[src/rtl/pm_evt_pkg.sv]
package pm_evt_pkg;
    localparam int REG_W = 16;

    localparam logic [3:0] OFS_STS = 4'h0;
    localparam logic [3:0] OFS_EN  = 4'h2;
    localparam logic [3:0] OFS_CTL = 4'h4;
    localparam logic [3:0] OFS_TMR = 4'h8;

    localparam int BIT_OVF    = 0;
    localparam int BIT_GBL    = 5;
    localparam int BIT_PWR    = 8;
    localparam int BIT_RTC    = 10;
    localparam int BIT_SLP_EN = 13;
    localparam int TYP_LO     = 10;

    localparam logic [1:0] TYP_SOFT_OFF = 2'd0;

    localparam logic [REG_W-1:0] SCI_MASK =
        (REG_W'(1) << BIT_OVF) | (REG_W'(1) << BIT_GBL) |
        (REG_W'(1) << BIT_PWR) | (REG_W'(1) << BIT_RTC);

    localparam logic [REG_W-1:0] SLP_EN_BIT = REG_W'(1) << BIT_SLP_EN;

    typedef struct packed {
        logic [REG_W-1:0] sts;
        logic [REG_W-1:0] en;
        logic [REG_W-1:0] ctl;
        logic             sci;
        logic             shutdown;
    } pm_state_t;
endpackage

[src/rtl/pm_tick_timer.sv]
module pm_tick_timer #(
    parameter int W = 24
) (
    input  logic         clk_i,
    input  logic         rst_ni,
    input  logic         tick_i,
    output logic [W-1:0] count_o,
    output logic         ovf_o
);
    logic [W-1:0] cnt_d, cnt_q;

    always_comb begin
        cnt_d = cnt_q;
        if (tick_i) cnt_d = cnt_q + 1'b1;
    end

    always_ff @(posedge clk_i) begin
        if (!rst_ni) cnt_q <= '0;
        else         cnt_q <= cnt_d;
    end

    assign count_o = cnt_q;
    assign ovf_o   = cnt_d[W-1] ^ cnt_q[W-1];
endmodule

[src/rtl/pm_sts_next.sv]
module pm_sts_next #(
    parameter int W = 16
) (
    input  logic [W-1:0] sts_q_i,
    input  logic [W-1:0] clr_i,
    input  logic [W-1:0] set_i,
    output logic [W-1:0] sts_d_o
);
    for (genvar i = 0; i < W; i++) begin : g_bit
        assign sts_d_o[i] = set_i[i] | (sts_q_i[i] & ~clr_i[i]);
    end
endmodule

[src/rtl/pm_read_mux.sv]
module pm_read_mux #(
    parameter int RD_W = 24
) (
    input  logic [3:0]                  addr_i,
    input  logic [pm_evt_pkg::REG_W-1:0] sts_i,
    input  logic [pm_evt_pkg::REG_W-1:0] en_i,
    input  logic [pm_evt_pkg::REG_W-1:0] ctl_i,
    input  logic [RD_W-1:0]             tmr_i,
    output logic [RD_W-1:0]             rdata_o
);
    import pm_evt_pkg::*;

    always_comb begin
        rdata_o = '0;
        case (addr_i)
            OFS_STS: rdata_o = RD_W'(sts_i);
            OFS_EN:  rdata_o = RD_W'(en_i);
            OFS_CTL: rdata_o = RD_W'(ctl_i);
            OFS_TMR: rdata_o = tmr_i;
            default: rdata_o = '0;
        endcase
    end
endmodule

[src/rtl/pm_event_block.sv]
module pm_event_block #(
    parameter int TMR_W = 24
) (
    input  logic                         clk_i,
    input  logic                         rst_ni,
    input  logic                         tick_i,
    input  logic                         evt_gbl_i,
    input  logic                         evt_pwrbtn_i,
    input  logic                         evt_rtc_i,
    input  logic                         wr_en_i,
    input  logic [3:0]                   addr_i,
    input  logic [pm_evt_pkg::REG_W-1:0] wdata_i,
    output logic [TMR_W-1:0]             rd_data_o,
    output logic                         sci_o,
    output logic                         shutdown_o
);
    import pm_evt_pkg::*;

    pm_state_t st_d, st_q;

    logic [TMR_W-1:0] tmr_cnt;
    logic             tmr_ovf;
    logic             wr_sts, wr_en_reg, wr_ctl;
    logic [REG_W-1:0] sts_clr, sts_set, sts_nxt;

    assign wr_sts    = wr_en_i && (addr_i == OFS_STS);
    assign wr_en_reg = wr_en_i && (addr_i == OFS_EN);
    assign wr_ctl    = wr_en_i && (addr_i == OFS_CTL);

    always_comb begin
        sts_set          = '0;
        sts_set[BIT_OVF] = tmr_ovf;
        sts_set[BIT_GBL] = evt_gbl_i;
        sts_set[BIT_PWR] = evt_pwrbtn_i;
        sts_set[BIT_RTC] = evt_rtc_i;
    end

    assign sts_clr = wr_sts ? wdata_i : '0;

    pm_tick_timer #(.W(TMR_W)) u_tmr (
        .clk_i   (clk_i),
        .rst_ni  (rst_ni),
        .tick_i  (tick_i),
        .count_o (tmr_cnt),
        .ovf_o   (tmr_ovf)
    );

    pm_sts_next #(.W(REG_W)) u_sts (
        .sts_q_i (st_q.sts),
        .clr_i   (sts_clr),
        .set_i   (sts_set),
        .sts_d_o (sts_nxt)
    );

    always_comb begin
        st_d          = st_q;
        st_d.sts      = sts_nxt;
        if (wr_en_reg) st_d.en  = wdata_i;
        if (wr_ctl)    st_d.ctl = wdata_i & ~SLP_EN_BIT;
        st_d.shutdown = wr_ctl && wdata_i[BIT_SLP_EN] &&
                        (wdata_i[TYP_LO+1:TYP_LO] == TYP_SOFT_OFF);
        st_d.sci      = |(st_d.sts & st_d.en & SCI_MASK);
    end

    always_ff @(posedge clk_i) begin
        if (!rst_ni) st_q <= '0;
        else         st_q <= st_d;
    end

    pm_read_mux #(.RD_W(TMR_W)) u_rd (
        .addr_i  (addr_i),
        .sts_i   (st_q.sts),
        .en_i    (st_q.en),
        .ctl_i   (st_q.ctl),
        .tmr_i   (tmr_cnt),
        .rdata_o (rd_data_o)
    );

    assign sci_o      = st_q.sci;
    assign shutdown_o = st_q.shutdown;
endmodule

[config.mk]
export PLATFORM = sky130hd
export DESIGN_NAME = pm_event_block
export DESIGN_NICKNAME = d
export VERILOG_FILES = /design/src/rtl/pm_evt_pkg.sv /design/src/rtl/pm_tick_timer.sv /design/src/rtl/pm_sts_next.sv /design/src/rtl/pm_read_mux.sv /design/src/rtl/pm_event_block.sv
export SDC_FILE = /design/constraint.sdc
export NUM_CORES = 1
export LEC_CHECK = 0
export ABC_AREA = 1
export ABC_CLOCK_PERIOD_IN_PS = 1550
export BUFFER_PORTS_ARGS = -buffer_cell sky130_fd_sc_hd__buf_2
export CAP_MARGIN = 20
export CELL_PAD_IN_SITES_DETAIL_PLACEMENT = 0
export CELL_PAD_IN_SITES_GLOBAL_PLACEMENT = 1
export CORE_MARGIN = 4
export CORE_UTILIZATION = 35
export DETAILED_ROUTE_END_ITERATION = 16
export PLACE_DENSITY_LB_ADDON = 0.25
export SLEW_MARGIN = 20
export SYNTH_ARGS = -nofsm -noshare
export SYNTH_HDL_FRONTEND = slang
export SYNTH_SLANG_ARGS = --single-unit
[constraint.sdc]
create_clock -name clk_i -period 1.55 [get_ports clk_i]
set_input_delay 0.155 -clock clk_i [delete_from_list [all_inputs] [get_ports clk_i]]
set_output_delay 0.155 -clock clk_i [all_outputs]
set_load 0.005 [all_outputs]
==> impl_results.md <==
- Dpl hpwl: 6590 um
- IO buf count: 52
- Comb pwr share: 0.062
- Clock Skews: 0.00703 ns
- Syn Std Cell Area: 3390 um2
- Post-layout nets: 580
- Period utilisation layout: 0.942
- Initial antenna violation count: 0
- R2R Path End: u_tmr.count_o[19]
- Unrepaired setup endpoints after global routing: no
- Largest cells by area after synthesis: dfxtp_1, nand2_1, a21oi_1, inv_1, nor2_1
- Core area: 9330 um2
- DRC viols: 0
- HP Start: wdata_i[11]
- Setup slack, reg-to-reg: 0.15 ns
- Critical Path RT: 1.39 ns
- Post-CTS Setup Bufs: 0
- Vias in the first global route: 3,094
- TritonCTS clock tree: built
- Post-synth ARST share: 0
- Syn-to-layout area delta: 24.7%
- Vias: 3,202
- Worst Reg-to-Reg Cells: 10
- GRT Residual Overflow: 0
- CTS root buf: clkbuf_8
- Internal power: 3.08 mW
- Switching share of power: 0.229
- Hold depth: 2
- WP data arrival: 1.31 ns
- Share of the synthesized area in the top cell type: 0.431
- Place WS: 0.0755 ns
- Clock power frac: 0.458
- Top cells by count, synth: nand2_1, dfxtp_1, a21oi_1
- First-pass GRT wire length: 15,400 um
- Seq/Total Area, Yosys: 0.431
- Worst R2R Start: u_tmr.count_o[9]
- Power Density: 942 nW/um2
- CTS H-tree depth: 3
- Clock transition at path regs: 0.08 ns
- Pin count of the biggest net entering global routing: 32
- Layout cells sized above 1: 0.212
- Final Hold Vio Count: 0
- Seq cells post-synth: 73
- Slew Limit Fails: 0
- Setup Viol. Count Final: 0
- LEAKAGE: 1.72 nW
- DR WL/cell: 13.3 um
- Count leader, synth: nand2_1
- Maximum vdd drop: 0.583 mV
- CTS Buf Count: 9
- Hold Path Class: input port to register
- Die area: 11,300 um2
- Syn Nets: 511
- Ant diodes: 0
- Tmin final: 1.46 ns
- Final WS setup: 0.0894 ns
- Clock latency on the worst-skew pair: 0.34 ns
- Layout filler cell count: 936
- Gr usage total: 0.171
- DRT iter0 DRCs: 123
- Remaining antenna violation count: 0
- Die width: 106 um
- CTS Buffer Depth: 2
- Syn Area/Cell: 7.03 um2
- Fmax: 685 MHz
- Dominant synthesized flop cell: dfxtp_1
- P_sw: 911 uW
- Clock sinks: 73
- DRT Wirelength: 9130 um
- Vias/cell: 4.67
- Slew @ Worst Pin: 0.299 ns
- Router iterations before antenna repair: 4
- Hold EP: shutdown_o
- Number of max-cap violations: 0
- Initial core utilization: 0.364
- Worst setup path class: input port to output pin
- Startpoint Class: input port
- Count of unique library cells instantiated by Yosys: 30
- Gpl congestion: 0.813
- YS warnings: 0
- Max-slew headroom: 0.801
- Rows: 35
- Yosys top cell by area: dfxtp_1
- Crit-path max FO: 16
- Post-Syn Instances: 483
- Final setup TNS: 0 ns
- Part of the power in registers: 0.480
- Status: finished, final reports clean
- I/O pins: 53
- CP Capture Type: output pin
- Die Y: 106 um
- EDFF count, synth: 0
==> power groups by stage <==
stage | Combinational (mW) | Sequential [mW] | Clock (mW)
finish | 0.246 | 1.91 | 1.83
CTS | 0.249 | 1.91 | 1.88
floorplan | 0.123 | 1.96 | 0
global route | 0.279 | 1.92 | 1.95
detailed placement | 0.230 | 1.96 | 0
global placement | 0.229 | 1.96 | 0
==> layer usage <==
metal,wire (um),vias up,track usage
li1,-,1696,-
met1,4530,1451,0.230
met2,4170,51,0.279
met3,374,4,0.0431
met4,51,0,0.0311
met5,0,-,0
==> area by class of cell <==
class	instances	area, um2	share of cell area
clock inverter	6	115	0.0272
clock buffer	10	128	0.0301
timing repair buffer	78	515	0.122
inverter	59	221	0.0523
tap	129	161	0.0381
multi-input combinational	331	1630	0.384
sequential	73	1470	0.347
==> worst max-delay path: stages <==
cell and delay [ns]:
buf_2 0.11, nor2_2 0.22, nand3_2 0.12, inv_2 0.24, nand2_1 0.19, o2111ai_1 0.12
buf_2 0.14
==> state kept, by name (all words and copies together), names as in the netlist, named ones only <==
name / flops
shutdown_o: 1
u_tmr.count_o: 24
sci_o: 1
st_q: 40
==> cell families (layout without fill, tap and decap cells) <==
logic type,after synthesis,after routing,share of synthesized area
xor+xnor,3,3,0.00774
simple gates,219,219,0.286
flops,73,73,0.431
buf+inv,79,153,0.0921
compound gates,108,108,0.180
fa+ha+maj,1,1,0.00369
==> cell usage in the layout (no fill, tap or decap), types with 5 or more instances in the layout <==
| master | netlist | final |
|---|---|---|
| dlygate4sd3_1 | 0 | 9 |
| a21oi_1 | 58 | 58 |
| nand2_1 | 139 | 139 |
| clkbuf_8 | 0 | 9 |
| nor2_2 | 7 | 7 |
| inv_2 | 5 | 5 |
| nand3_1 | 8 | 8 |
| nor2_4 | 7 | 7 |
| o21ai_0 | 24 | 24 |
| o2111ai_1 | 14 | 14 |
| nor2_1 | 39 | 39 |
| dfxtp_1 | 73 | 68 |
| inv_1 | 53 | 53 |
| nor3_1 | 7 | 6 |
| o21ai_1 | 5 | 5 |
| buf_2 | 7 | 52 |
| buf_4 | 0 | 14 |
| dfxtp_2 | 0 | 5 |
==> how the worst max path moves through the flow <==
stage                     startpoint                 to  slack, ns  cells after the start
global placement           addr_i[1]       rd_data_o[1]       0.09                      7
finish                     addr_i[1]       rd_data_o[1]       0.09                      7
detailed placement         addr_i[1]       rd_data_o[1]       0.08                      7
floorplan           u_tmr.count_o[0]  u_tmr.count_o[12]       0.23                      6
CTS                        addr_i[1]       rd_data_o[1]       0.07                      7
global route               addr_i[1]       rd_data_o[1]      0.002                      7
==> through the flow <==
stage / instance area, um2 / hold WS, ns / utilization / power (mW) / cells
6_report: 4230 / 0.0225 / 0.454 / 3.99 / 686
5_1_grt: 4230 / 0.0277 / 0.454 / 4.14 / 686
3_5_place_dp: 3890 / 0.370 / 0.417 / 2.19 / 661
3_3_place_gp: 3890 / 0.367 / 0.417 / 2.19 / 661
2_1_floorplan: 3390 / 0.233 / - / 2.08 / 483
4_1_cts: 4220 / 0.00330 / 0.453 / 4.04 / 686
==> what timing repair did <==
item | CTS | global route
endpoints found under the setup margin | 0 | 7
resized for setup | 0 | 6
hold endpoints to repair | 9 | 0
hold buffers | 9 | 0
No activity file was read; power rests on OpenSTA's default activity.
